**config.mk**
```make
export PLATFORM = sky130hd
export DESIGN_NAME = vco_volt_meter
export DESIGN_NICKNAME = d
export VERILOG_FILES = /design/src/rtl/vmeter_pkg.sv /design/src/rtl/vmeter_edge_sync.sv /design/src/rtl/vmeter_cal_table.sv /design/src/rtl/vmeter_rdiv.sv /design/src/rtl/vco_volt_meter.sv
export SDC_FILE = /design/constraint.sdc
export NUM_CORES = 1
export LEC_CHECK = 0
export BUFFER_PORTS_ARGS = -buffer_cell sky130_fd_sc_hd__buf_2
export CORE_ASPECT_RATIO = 0.6
export CORE_MARGIN = 2
export CORE_UTILIZATION = 30
export DETAILED_ROUTE_END_ITERATION = 6
export PLACE_DENSITY = 0.46
export SLEW_MARGIN = 15
export SYNTH_ARGS = -nofsm -noshare
export SYNTH_HDL_FRONTEND = slang
export SYNTH_SLANG_ARGS = --single-unit
```
**constraint.sdc**
```tcl
create_clock -name clk -period 16.05 [get_ports clk]
set_input_delay 2.4075 -clock clk [delete_from_list [all_inputs] [get_ports clk]]
set_output_delay 2.4075 -clock clk [all_outputs]
set_load 0.01 [all_outputs]
```
**src/rtl/vmeter_pkg.sv**
```systemverilog
package vmeter_pkg;
   typedef enum logic [1:0] {
      VM_IDLE,
      VM_GATE,
      VM_SRCH,
      VM_DIV
   } vm_state_e;
endpackage

```
**src/rtl/vmeter_edge_sync.sv**
```systemverilog
// Multi-flop synchronizer followed by rising-edge detection.
module vmeter_edge_sync #(
   parameter int STAGES = 2
) (
   input  logic clk,
   input  logic rst_n,
   input  logic async_in,
   output logic rise
);
   if (STAGES < 2) begin : g_bad_stages
      $error("vmeter_edge_sync: STAGES must be at least 2");
   end

   logic [STAGES:0] sh;

   for (genvar s = 0; s <= STAGES; s++) begin : g_stage
      if (s == 0) begin : g_first
         always_ff @(posedge clk or negedge rst_n) begin
            if (!rst_n) sh[0] <= 1'b0;
            else        sh[0] <= async_in;
         end
      end else begin : g_next
         always_ff @(posedge clk or negedge rst_n) begin
            if (!rst_n) sh[s] <= 1'b0;
            else        sh[s] <= sh[s-1];
         end
      end
   end

   assign rise = sh[STAGES-1] & ~sh[STAGES];
endmodule

```
**src/rtl/vmeter_cal_table.sv**
```systemverilog
// Calibration count table with a parallel segment search.
module vmeter_cal_table #(
   parameter int NPTS  = 8,
   parameter int CNT_W = 16,
   parameter int IDX_W = 3
) (
   input  logic             clk,
   input  logic             rst_n,
   input  logic             wr_en,
   input  logic [IDX_W-1:0] wr_idx,
   input  logic [CNT_W-1:0] wr_cnt,
   input  logic [CNT_W-1:0] key,
   output logic [CNT_W-1:0] prev_cnt,
   output logic             below,
   output logic             above,
   output logic [IDX_W-1:0] seg,
   output logic [CNT_W-1:0] c_lo,
   output logic [CNT_W-1:0] c_hi
);
   logic [CNT_W-1:0] tbl [NPTS];

   for (genvar k = 0; k < NPTS; k++) begin : g_entry
      always_ff @(posedge clk or negedge rst_n) begin
         if (!rst_n)                              tbl[k] <= '0;
         else if (wr_en && wr_idx == IDX_W'(k))   tbl[k] <= wr_cnt;
      end
   end

   assign prev_cnt = (wr_idx == '0) ? '0 : tbl[wr_idx - 1'b1];
   assign below    = key < tbl[0];
   assign above    = key > tbl[NPTS-1];

   always_comb begin
      seg = '0;
      for (int j = 1; j <= NPTS - 2; j++) begin
         if (key >= tbl[j]) seg = IDX_W'(j);
      end
   end

   assign c_lo = tbl[seg];
   assign c_hi = tbl[seg + 1'b1];
endmodule

```
**src/rtl/vmeter_rdiv.sv**
```systemverilog
// Restoring divider: one quotient bit per cycle, fixed latency NUM_W.
module vmeter_rdiv #(
   parameter int NUM_W = 24,
   parameter int DEN_W = 16
) (
   input  logic             clk,
   input  logic             rst_n,
   input  logic             load,
   input  logic [NUM_W-1:0] num,
   input  logic [DEN_W-1:0] den,
   output logic [NUM_W-1:0] quo,
   output logic             fin
);
   localparam int K_W = $clog2(NUM_W + 1);

   logic [DEN_W:0]   rem;
   logic [DEN_W:0]   rem_sh;
   logic [NUM_W-1:0] q;
   logic [DEN_W-1:0] den_q;
   logic [K_W-1:0]   k;

   assign rem_sh = {rem[DEN_W-1:0], q[NUM_W-1]};

   always_ff @(posedge clk or negedge rst_n) begin
      if (!rst_n) begin
         rem   <= '0;
         q     <= '0;
         den_q <= '0;
         k     <= '0;
         fin   <= 1'b0;
      end else begin
         fin <= 1'b0;
         if (load) begin
            rem   <= '0;
            q     <= num;
            den_q <= den;
            k     <= K_W'(NUM_W);
         end else if (k != '0) begin
            if (rem_sh >= {1'b0, den_q}) begin
               rem <= rem_sh - {1'b0, den_q};
               q   <= {q[NUM_W-2:0], 1'b1};
            end else begin
               rem <= rem_sh;
               q   <= {q[NUM_W-2:0], 1'b0};
            end
            k   <= k - 1'b1;
            fin <= (k == K_W'(1));
         end
      end
   end

   assign quo = q;
endmodule

```
**src/rtl/vco_volt_meter.sv**
```systemverilog
module vco_volt_meter #(
   parameter int NPTS        = 8,
   parameter int CNT_W       = 16,
   parameter int GATE_W      = 16,
   parameter int MV_W        = 16,
   parameter int STEP_W      = 8,
   parameter int SEL_W       = 3,
   parameter int REF_BASE_MV = 991,
   parameter int REF_STEP_MV = 8,
   parameter int SYNC_STAGES = 2,
   localparam int IDX_W      = $clog2(NPTS)
) (
   input  logic              clk,
   input  logic              rst_n,
   input  logic              start,
   input  logic              cal_mode,
   input  logic [SEL_W-1:0]  in_sel,
   input  logic [GATE_W-1:0] gate_cycles,
   input  logic              vco_in,
   output logic [SEL_W-1:0]  mux_sel,
   output logic [IDX_W-1:0]  ladder_idx,
   output logic              done,
   output logic [MV_W-1:0]   volt_mv,
   output logic              out_of_range,
   output logic              cal_err
);
   import vmeter_pkg::*;

   localparam int NUM_W   = CNT_W + STEP_W;
   localparam int V_TOP   = REF_BASE_MV + (NPTS - 1) * REF_STEP_MV;
   localparam logic [SEL_W-1:0] LADDER_CODE = {SEL_W{1'b1}};

   if (NPTS < 2) begin : g_bad_npts
      $error("vco_volt_meter: NPTS must be at least 2");
   end
   if (REF_STEP_MV >= (1 << STEP_W)) begin : g_bad_step
      $error("vco_volt_meter: REF_STEP_MV does not fit STEP_W");
   end
   if (V_TOP >= (1 << MV_W)) begin : g_bad_mv
      $error("vco_volt_meter: ladder top does not fit MV_W");
   end
   if (GATE_W > CNT_W + 1) begin : g_bad_gate
      $error("vco_volt_meter: GATE_W too wide for CNT_W");
   end

   vm_state_e         state;
   logic [GATE_W-1:0] timer, gate_q;
   logic [CNT_W-1:0]  cnt, cnt_next, key_q;
   logic              cal_q, oor_pend;
   logic [SEL_W-1:0]  sel_q;
   logic [IDX_W-1:0]  idx;
   logic [MV_W-1:0]   base_q;
   logic              rise, last_win, in_gate;

   logic              tb_below, tb_above;
   logic [IDX_W-1:0]  tb_seg;
   logic [CNT_W-1:0]  tb_lo, tb_hi, tb_prev;
   logic              wr_en;

   logic [CNT_W-1:0]  span, diff;
   logic              degen;
   logic [CNT_W-1:0]  den_eff;
   logic [NUM_W-1:0]  num_eff;
   logic [MV_W-1:0]   base_mv;
   logic              dv_load, dv_fin;
   logic [NUM_W-1:0]  dv_quo;

   vmeter_edge_sync #(.STAGES(SYNC_STAGES)) u_sync (
      .clk(clk), .rst_n(rst_n), .async_in(vco_in), .rise(rise)
   );

   assign cnt_next = cnt + CNT_W'(rise);
   assign last_win = (timer == GATE_W'(1));
   assign in_gate  = (state == VM_GATE);
   assign wr_en    = in_gate && cal_q && last_win;

   vmeter_cal_table #(.NPTS(NPTS), .CNT_W(CNT_W), .IDX_W(IDX_W)) u_tbl (
      .clk(clk), .rst_n(rst_n),
      .wr_en(wr_en), .wr_idx(idx), .wr_cnt(cnt_next),
      .key(key_q), .prev_cnt(tb_prev),
      .below(tb_below), .above(tb_above), .seg(tb_seg),
      .c_lo(tb_lo), .c_hi(tb_hi)
   );

   // Segment arithmetic: numerator carries half the divisor for rounding.
   assign span    = tb_hi - tb_lo;
   assign diff    = key_q - tb_lo;
   assign degen   = tb_below | tb_above | (span == '0);
   assign den_eff = degen ? CNT_W'(1) : span;
   assign num_eff = degen ? '0
                  : NUM_W'(diff) * NUM_W'(REF_STEP_MV) + NUM_W'(span >> 1);
   assign base_mv = tb_below ? MV_W'(REF_BASE_MV)
                  : tb_above ? MV_W'(V_TOP)
                  : MV_W'(REF_BASE_MV) + MV_W'(tb_seg) * MV_W'(REF_STEP_MV);
   assign dv_load = (state == VM_SRCH);

   vmeter_rdiv #(.NUM_W(NUM_W), .DEN_W(CNT_W)) u_div (
      .clk(clk), .rst_n(rst_n), .load(dv_load),
      .num(num_eff), .den(den_eff), .quo(dv_quo), .fin(dv_fin)
   );

   assign mux_sel    = cal_q ? LADDER_CODE : sel_q;
   assign ladder_idx = idx;

   always_ff @(posedge clk or negedge rst_n) begin
      if (!rst_n) begin
         state        <= VM_IDLE;
         timer        <= '0;
         gate_q       <= '0;
         cnt          <= '0;
         key_q        <= '0;
         cal_q        <= 1'b0;
         sel_q        <= '0;
         idx          <= '0;
         base_q       <= '0;
         oor_pend     <= 1'b0;
         done         <= 1'b0;
         volt_mv      <= '0;
         out_of_range <= 1'b0;
         cal_err      <= 1'b0;
      end else begin
         done <= 1'b0;
         unique case (state)
            VM_IDLE: begin
               if (start) begin
                  gate_q <= (gate_cycles == '0) ? GATE_W'(1) : gate_cycles;
                  timer  <= (gate_cycles == '0) ? GATE_W'(1) : gate_cycles;
                  cnt    <= '0;
                  cal_q  <= cal_mode;
                  idx    <= '0;
                  if (cal_mode) cal_err <= 1'b0;
                  else          sel_q   <= in_sel;
                  state  <= VM_GATE;
               end
            end
            VM_GATE: begin
               if (last_win) begin
                  if (cal_q) begin
                     if (idx != '0 && cnt_next <= tb_prev) cal_err <= 1'b1;
                     if (idx == IDX_W'(NPTS - 1)) begin
                        state <= VM_IDLE;
                        done  <= 1'b1;
                        idx   <= '0;
                        cal_q <= 1'b0;
                     end else begin
                        idx   <= idx + 1'b1;
                        timer <= gate_q;
                        cnt   <= '0;
                     end
                  end else begin
                     key_q <= cnt_next;
                     state <= VM_SRCH;
                  end
               end else begin
                  timer <= timer - 1'b1;
                  cnt   <= cnt_next;
               end
            end
            VM_SRCH: begin
               base_q   <= base_mv;
               oor_pend <= tb_below | tb_above;
               state    <= VM_DIV;
            end
            VM_DIV: begin
               if (dv_fin) begin
                  volt_mv      <= base_q + MV_W'(dv_quo);
                  out_of_range <= oor_pend;
                  done         <= 1'b1;
                  state        <= VM_IDLE;
               end
            end
            default: state <= VM_IDLE;
         endcase
      end
   end
endmodule

```
==> impl_metrics.ini, run 1 <==
[synthesis]
netlist_area_mm2 = 0.0223
synth_async_sr_flop_share_pct = 100
synth_cell_type_count = 89
synth_top_cell_area_share_pct = 32.9
synth_flop_cell = dfrtp_1
synth_cells = 2568
synthDominantAreaCellType = dfrtp_1
synth_nets = 2822
synth-seq-cells = 293
share_of_synthesized_area_occupied_by_flip_flops_and_latches_pct = 32.9
synthMostInstantiatedCell = nand2_1
ys_warn_count = 0
number_of_enable_type_register_cells_in_the_synthesized_netlist = 0
syn-mean-instance-area_um2 = 8.69
yosys-top-cells-count = 342 x nand2_1, 293 x dfrtp_1, 284 x o21ai_0, 225 x ha_1, 206 x inv_1
netlist_top_cells_area = dfrtp_1 33%, ha_1 13%, o21ai_0 6.4%

[critical_path]
timing_worst_setup_path_type = flop to flop
worst-endpoint-arrival_ns = 10.10
end_kind = flop
worstPathRequired_ns = 16.55
regToRegEndpoint = u_div.quo[19]
worst-r2r-setup-slack_ns = 6.45
worstReg2RegStart = key_q[1]
worstPathMaxFanout = 35
cp_startpoint_kind = flop
slowest_stage = dfrtp_1
ff2ff_path_depth = 29
critical-path-top-cell-by-count = nor2_1
critical-path-max-stage-delay_ns = 0.77

[clock_network]
post_cts.resized_instances = 0
clkSlewWorstSetupHoldPaths_ns = 0.08
htreeDepth = 2
cts_root_buffer = clkbuf_16
clock_tree.buffer_depth = 3
cts_tree = yes
cts_sinks = 293
cts.hold.buffers_added = 0
worst_skew_pair.late_latency_ns = 0.58
cts_post_setup_buffers_inserted = 0
cts_buffers = 36

[finish]
non_filler_cell_area_final_mm2 = 0.0249
nNetsFinal = 2817
insertedDiodeCount = 0
utilization_pct = 33.8
area_delta_synth_final_pct = 11.6
final_layout_size_suffix_gt1_share_pct = 10.7

[timing]
final_min_period_over_clock_period_pct = 59.8
slew_headroom_pct = 17.7
final-max-slew-violation-count = 0
finClkSkew_ns = 0.0401
fin_worst_hold_slack_ns = 0.360
grt_setup_unrepaired = false
fmaxAchievable_ghz = 0.104
tightestPinTransition_ns = 1.23
finalSetupTns_ns = 0
post-route-worst-setup-slack_ns = 6.45
timing.final.crit_period_ns = 9.60
hold_viol = 0
setup_viol = 0

[routing]
routedWlPerCell_um = 23.4
routed_wl_um = 83600
ant_nets = 0
routed_via_density = 5.52
drt_pre_antenna_iters = 6
drc = 0
routed-via-count = 19745
drt_iter0_markers = 2081

[die]
ioPinCount = 49
initial_utilization_pct = 30.3
total_die_area_mm2 = 0.0766
design.core.area_mm2 = 0.0736
num_rows = 77
die_height_um = 215
die_x_um = 356

[global_route]
globalRoute.totalOverflow = 0
grt_max_degree = 86
first_global_vias = 18979
antenna_found_initial = 1
grt_use_total_pct = 22.0
grt_pass1_wl_um = 127000

[placed_design]
replace_congestion = 0.977
dp_hpwl_um = 63700
pre_cts_slack_ns = 6.80
placedInstanceArea_mm2 = 0.0236
io_buffer_count = 48

[worst_hold_path]
hold-path-endpoint = u_sync.sh[1]
hold_path_class = flop to flop
worstHoldPathCells = 0
holdCritStartpoint = u_sync.sh[0]

[status]
status = complete, no violations

[power]
power_density_mw_per_mm2 = 124
total_leakage_power_nw = 10.5
vdd_ir_drop_max_uv = 56.6

[flow_run]
timing.max_cap.violations = 0
[state kept, by name (all words and copies together), names as in the netlist, 3 cells and up, named ones only]
name and cells:
u_tbl.tbl 128, timer 16, ladder_idx 3, gate_q 16
sel_q 3, cnt 16, base_q 7, key_q 16
u_div.quo 24, u_sync.sh 3, u_div.den_q 16, u_div.k 5
u_div.rem 16, volt_mv 16
[cell families after synthesis]
| family | count (synthesis) | synth area share (%) |
|---|---|---|
| compound gates | 729 | 20.2 |
| xor+xnor | 77 | 3.16 |
| fa+ha+maj | 230 | 13.1 |
| buf+inv | 338 | 5.74 |
| flops | 293 | 32.9 |
| mux | 117 | 8.97 |
| simple gates | 784 | 16.0 |
[area by class of cell]
| class | instances | area [µm²] |
|---|---|---|
| tap | 987 | 1230 |
| clock inverter | 19 | 259 |
| sequential | 293 | 7330 |
| inverter | 209 | 785 |
| clock buffer | 45 | 985 |
| multi-input combinational | 1937 | 13800 |
| fill | 7640 | 48700 |
| timing repair buffer | 86 | 536 |
[worst max-delay path by stage]
stage                     startpoint             to  cells after the start
final                       key_q[1]  u_div.quo[19]                     29
after global routing        key_q[0]  u_div.quo[19]                     31
after CTS                   key_q[0]  u_div.quo[19]                     31
after detailed placement    key_q[0]  u_div.quo[19]                     31
after global placement      key_q[0]  u_div.quo[19]                     31
after floorplan             key_q[0]  u_div.quo[19]                     34
[routing by layer]
| metal | GRT usage [%] | wire length (µm) | up-vias |
|---|---|---|---|
| met1 | 36.0 | 44200 | 9711 |
| met5 | 0 | 0 | - |
| met2 | 27.6 | 30300 | 779 |
| li1 | - | - | 9180 |
| met3 | 5.94 | 8020 | 75 |
| met4 | 4.12 | 1120 | 0 |
[power breakdown]
group / leakage [nW] / internal (mW) / switching [mW]
clock: 0.607 / 0.521 / 0.364
combinational: 6.03 / 0.485 / 0.772
sequential: 3.83 / 0.839 / 0.105
total: 10.5 / 1.85 / 1.24
[layout by cell type, fill, tap and decap left out, types with 11 or more instances in the layout]
cell type,Yosys,layout
nand2_1,342,341
dfrtp_1,293,292
o21ai_0,284,284
ha_1,225,224
inv_1,206,206
nor2_1,179,178
a21oi_1,163,163
mux4_2,58,58
xnor2_1,51,50
buf_2,4,47
nand2b_1,47,46
nor3_1,41,40
nand3_1,41,39
buf_4,0,38
clkbuf_16,0,36
a21o_1,35,35
mux2_2,32,32
nor4_1,28,28
a211oi_1,27,27
nand4_1,25,25
o211ai_1,25,25
mux2i_1,23,23
xor2_1,24,22
a221oi_1,21,21
o21a_1,16,16
and3_1,16,16
o22ai_1,16,16
nor2b_1,16,15
o31ai_1,13,13
o21bai_1,13,13
a32oi_1,11,11
[critical path: cells and delay by family, from the launching register on]
family / cells / cell delay [ns]
compound gates: 10 / 3.87
fa+ha+maj: 3 / 0.84
buf+inv: 4 / 1.42
flops: 1 / 0.77
simple gates: 12 / 2.58
[metrics by stage]
step           std cells  power [mW]
3_5_place_dp        3512        2.19
5_1_grt             3576        3.29
2_1_floorplan       2568        1.81
4_1_cts             3576        3.10
6_report            3576        3.09
3_3_place_gp        3512        2.17
Note: power is estimated with default switching activity, not from simulation.
==> run 2, diff against run 1 <==
--- a/config.mk
+++ b/config.mk
@@ -10,7 +10,7 @@
 export CORE_MARGIN = 2
 export CORE_UTILIZATION = 30
 export DETAILED_ROUTE_END_ITERATION = 6
-export PLACE_DENSITY = 0.46
+export PLACE_DENSITY = 0.48
 export SLEW_MARGIN = 15
 export SYNTH_ARGS = -nofsm -noshare
 export SYNTH_HDL_FRONTEND = slang
==> constraint.sdc (replaced) <==
create_clock -name clk -period 8.1 [get_ports clk]
set_input_delay 1.215 -clock clk [delete_from_list [all_inputs] [get_ports clk]]
set_output_delay 1.215 -clock clk [all_outputs]
set_load 0.01 [all_outputs]
==> impl_metrics.ini, run 2 (synthesized netlist as in run 1, its figures left out) <==
[clock_network]
cts_sinks = 293
clock_tree.buffer_depth = 3
htreeDepth = 2
cts_tree = yes
cts_post_setup_buffers_inserted = 0
clkSlewWorstSetupHoldPaths_ns = 0.06
worst_skew_pair.late_latency_ns = 0.58
cts_root_buffer = clkbuf_16
cts_buffers = 36

[critical_path]
worst-endpoint-arrival_ns = 8.15
timing_worst_setup_path_type = flop to flop
slowest_stage = dfrtp_1
regToRegEndpoint = u_div.quo[19]
critical-path-max-stage-delay_ns = 0.52
cp_startpoint_kind = flop
end_kind = flop
worstReg2RegStart = key_q[1]
ff2ff_path_depth = 29
worstPathRequired_ns = 8.57
worstPathMaxFanout = 12
worst-r2r-setup-slack_ns = 0.42

[die]
die_height_um = 215
initial_utilization_pct = 30.3
die_x_um = 356
ioPinCount = 49
num_rows = 77
design.core.area_mm2 = 0.0736
total_die_area_mm2 = 0.0766

[placed_design]
placedInstanceArea_mm2 = 0.0241
pre_cts_slack_ns = -0.0191
io_buffer_count = 48
dp_hpwl_um = 63300
replace_congestion = 0.924

[worst_hold_path]
worstHoldPathCells = 0
hold-path-endpoint = u_sync.sh[1]
hold_path_class = flop to flop
holdCritStartpoint = u_sync.sh[0]

[global_route]
first_global_vias = 18917
globalRoute.totalOverflow = 0
grt_use_total_pct = 21.5
global_route.usage.met2_pct = 27.3
busiest_layer = met1
grt_use_met1_pct = 35.6
grt_pass1_wl_um = 125000
grt_max_degree = 145
routing_usage_on_met3_pct = 4.85
antenna_found_initial = 0

[finish]
nNetsFinal = 2876
largest_reg_flops = 128
area_delta_synth_final_pct = 14.1
final_layout_size_suffix_gt1_share_pct = 13.3
most-common-layout-cells = 341 x nand2_1, 292 x dfrtp_1, 283 x o21ai_0
non_filler_cell_area_final_mm2 = 0.0255
fillCellCount = 7590
area_taken_by_multi_input_logic_gates_mm2 = 0.0138
layout.cells.most_common = nand2_1
insertedDiodeCount = 0
largest_register_by_flop_count = u_tbl.tbl
layout.area.seq_mm2 = 0.00733

[status]
status = complete, no violations

[timing]
post-route-worst-setup-slack_ns = 0.420
tightestPinTransition_ns = 1.21
fmaxAchievable_ghz = 0.130
timing.final.crit_period_ns = 7.68
grt_setup_unrepaired = false
final-max-slew-violation-count = 0
slew_headroom_pct = 19.2
finClkSkew_ns = 0.0443
final_min_period_over_clock_period_pct = 94.8
setup_viol = 0
hold_viol = 0

[power]
power_density_mw_per_mm2 = 241
total_leakage_power_nw = 10.8
vdd_ir_drop_max_uv = 114

[routing]
drt_iter0_markers = 2084
routed_wl_um = 82200
drt_pre_antenna_iters = 6
ant_nets = 0
routed-via-count = 19977
routedWlPerCell_um = 22.6
drc = 0
routed_via_density = 5.50

[flow_run]
timing.max_cap.violations = 0
run 2: worst max-delay path by stage:
stage	from	end	slack, ns	depth (start not counted)
4_1_cts	key_q[0]	u_div.quo[19]	0.15	30
2_1_floorplan	key_q[0]	u_div.quo[19]	0.19	34
3_5_place_dp	key_q[0]	u_div.quo[19]	-0.02	27
6_report	key_q[1]	u_div.quo[19]	0.42	29
5_1_grt	key_q[1]	u_div.quo[19]	0.0008	29
3_3_place_gp	key_q[0]	u_div.quo[19]	-0.03	30
run 2: power breakdown:
part | switching, mW | leakage [nW] | internal, mW
sequential | 0.206 | 3.83 | 1.66
clock | 0.704 | 0.623 | 1.06
combinational | 1.51 | 6.36 | 0.998
run 2: area by class of cell:
cell class,count,share of cell area [%]
multi-input cells,1937,54.4
flip-flops and latches,293,28.8
well taps,987,4.85
clock buffers,50,4.23
repair buffers,145,3.91
inverters,209,3.10
clock inverters,13,0.747
run 2: critical path, delay by kind of cell (launching register included):
family / cells / cell delay, ns
AOI/OAI and AO/OA: 11 / 3.48
and+or+nand+nor: 10 / 1.83
buffers and inverters: 5 / 0.82
adders and majority gates: 3 / 0.92
DFF: 1 / 0.52
run 2: what timing repair did:
action / 4_1_cts / 5_1_grt
resized for setup: 2 / 18
cloned: 0 / 0
hold buffers: 0 / 0
endpoints found under the setup margin: 3 / 30
pin swaps: 0 / 2
run 2: per-layer routing:
metal  share of wire, %  vias to the layer above
met5                  0                        -
li1                   -                     9305
met1                 53                     9849
met3                8.4                       75
met4                1.4                        0
met2                 37                      748
run 2: stage by stage:
| step | cells | setup TNS [ns] | total power [mW] | hold slack [ns] | utilization, % |
|---|---|---|---|---|---|
| floorplan | 2568 | 0 | 3.58 | 0.331 | - |
| global placement | 3571 | -0.0308 | 4.30 | 0.344 | 32.7 |
| detailed placement | 3571 | -0.0191 | 4.33 | 0.342 | 32.7 |
| CTS | 3634 | 0 | 6.15 | 0.355 | 34.5 |
| global route | 3634 | 0 | 6.56 | 0.367 | 34.6 |
| finish | 3634 | 0 | 6.15 | 0.353 | 34.6 |
==> run 3, diff against run 2 <==
--- a/config.mk
+++ b/config.mk
@@ -7,10 +7,10 @@
 export LEC_CHECK = 0
 export BUFFER_PORTS_ARGS = -buffer_cell sky130_fd_sc_hd__buf_2
 export CORE_ASPECT_RATIO = 0.6
-export CORE_MARGIN = 2
+export CORE_MARGIN = 5
 export CORE_UTILIZATION = 30
 export DETAILED_ROUTE_END_ITERATION = 6
-export PLACE_DENSITY = 0.48
+export PLACE_DENSITY = 0.46
 export SLEW_MARGIN = 15
 export SYNTH_ARGS = -nofsm -noshare
 export SYNTH_HDL_FRONTEND = slang
==> constraint.sdc (replaced) <==
create_clock -name clk -period 9.2 [get_ports clk]
set_input_delay 1.38 -clock clk [delete_from_list [all_inputs] [get_ports clk]]
set_output_delay 1.38 -clock clk [all_outputs]
set_load 0.01 [all_outputs]
==> impl_metrics.ini, run 3 (synthesized netlist as in run 1, its figures left out) <==
[critical_path]
timing_worst_setup_path_type = flop to flop
endpoint = u_div.quo[19]
worstReg2RegStart = key_q[9]
slowest_stage = a221oi_1
end_kind = flop
cp_startpoint_kind = flop
critPathLaunch = key_q[9]
regToRegEndpoint = u_div.quo[19]
ff2ff_path_depth = 33
worst-r2r-setup-slack_ns = 0.73
worstPathRequired_ns = 9.69
worst-endpoint-arrival_ns = 8.96
worstPathMaxFanout = 13
critical-path-max-stage-delay_ns = 0.69

[die]
ioPinCount = 49
design.core.area_mm2 = 0.0737
total_die_area_mm2 = 0.0801
num_rows = 77
initial_utilization_pct = 30.3
die_height_um = 221
die_x_um = 362

[finish]
fillCellCount = 7668
utilization_pct = 33.9
most-common-layout-cells = 341 x nand2_1, 292 x dfrtp_1, 284 x o21ai_0
insertedDiodeCount = 0
largest_register_by_flop_count = u_tbl.tbl
nNetsFinal = 2846
largest_reg_flops = 128
layout.cells.most_common = nand2_1
final_layout_size_suffix_gt1_share_pct = 11.5
area_taken_by_multi_input_logic_gates_mm2 = 0.0137
layout.area.seq_mm2 = 0.00733
area_delta_synth_final_pct = 12.1

[power]
share_comb_of_total_power_pct = 42.2
switching_share_pct = 40.0
power_density_mw_per_mm2 = 213
internal_power_of_the_cells_mw = 3.20
vdd_ir_drop_max_uv = 96.2
p_clk_share_pct = 27.0
p_seq_share_pct = 30.8
total_leakage_power_nw = 10.6
total_switching_power_mw = 2.13

[timing]
timing.final.crit_period_ns = 8.47
final_min_period_over_clock_period_pct = 92.1
tightestPinTransition_ns = 1.16
finalSetupTns_ns = 0
final-max-slew-violation-count = 0
grt_setup_unrepaired = false
setup_viol = 0
hold_viol = 0
finClkSkew_ns = 0.0326
fmaxAchievable_ghz = 0.118
slew_headroom_pct = 22.4

[routing]
routed_via_density = 5.46
drt_pre_antenna_iters = 5
ant_nets = 0
routedWlPerCell_um = 23.1
routed-via-count = 19685
drc = 0
drt_iter0_markers = 1776
routed_wl_um = 83400

[placed_design]
replace_congestion = 0.905
dp_hpwl_um = 63200
io_buffer_count = 48

[clock_network]
cts.hold.buffers_added = 0
worst_skew_pair.late_latency_ns = 0.58
cts_root_buffer = clkbuf_16
post_cts.resized_instances = 0
cts_tree = yes
cts_post_setup_buffers_inserted = 0
clock_tree.buffer_depth = 3
clkSlewWorstSetupHoldPaths_ns = 0.06
htreeDepth = 2
cts_buffers = 36
cts_sinks = 293

[global_route]
grt_max_degree = 143
antenna_found_initial = 0
first_global_vias = 18824
grt_use_total_pct = 20.4
globalRoute.totalOverflow = 0
grt_pass1_wl_um = 125000

[status]
status = complete, no violations

[flow_run]
timing.max_cap.violations = 0

[worst_hold_path]
hold_path_class = flop to flop
==> run 3: per-stage QoR <==
stage	instances	hold slack, ns	setup WS (ns)	area, µm²	power [mW]
2_1_floorplan	2568	0.331	1.29	22300	3.15
3_3_place_gp	3541	0.345	0.882	23900	3.85
3_5_place_dp	3541	0.336	0.897	23900	3.87
4_1_cts	3604	0.350	0.853	25000	5.35
5_1_grt	3604	0.368	0.0988	25000	5.68
6_report	3604	0.347	0.727	25000	5.33
==> run 3: worst min path at each step <==
stage,startpoint,to,slack (ns),cells after the start
6_report,u_sync.sh[0],u_sync.sh[1],0.35,0
3_5_place_dp,u_sync.sh[0],u_sync.sh[1],0.34,0
3_3_place_gp,u_sync.sh[0],u_sync.sh[1],0.35,0
4_1_cts,u_sync.sh[0],u_sync.sh[1],0.35,0
2_1_floorplan,u_sync.sh[0],u_sync.sh[1],0.33,0
5_1_grt,u_sync.sh[0],u_sync.sh[1],0.37,0
==> run 3: worst max-delay path: cells and delay by family (launching register included) <==
kind	cells	cell delay, ns
adders and majority gates	3	0.82
DFF	1	0.63
buffers and inverters	7	1.41
and+or+nand+nor	12	2.15
AOI/OAI and AO/OA	11	3.37
==> run 3: power by group through the flow <==
stage          logic [mW]  registers (mW)  clock network [mW]
2_1_floorplan        1.56            1.60                   0
6_report             2.25            1.64                1.44
3_5_place_dp         2.21            1.66                   0
4_1_cts              2.23            1.64                1.47
5_1_grt              2.48            1.67                1.53
3_3_place_gp         2.19            1.65                   0
==> run 3: metal layers <==
metal / GRT usage, % / vias up / part of all wire (%)
met5: 0 / - / 0
met4: 3.87 / 0 / 1.6
met3: 5.17 / 88 / 8.5
met2: 25.9 / 661 / 37
met1: 33.8 / 9711 / 53
li1: - / 9225 / -
==> run 3: final cells by class <==
type | count | share of cell area [%]
multi-input cells | 1937 | 55.0
flip-flops and latches | 293 | 29.3
well taps | 987 | 4.94
clock buffers | 54 | 4.28
inverters | 209 | 3.14
repair buffers | 115 | 3.06
clock inverters | 9 | 0.325
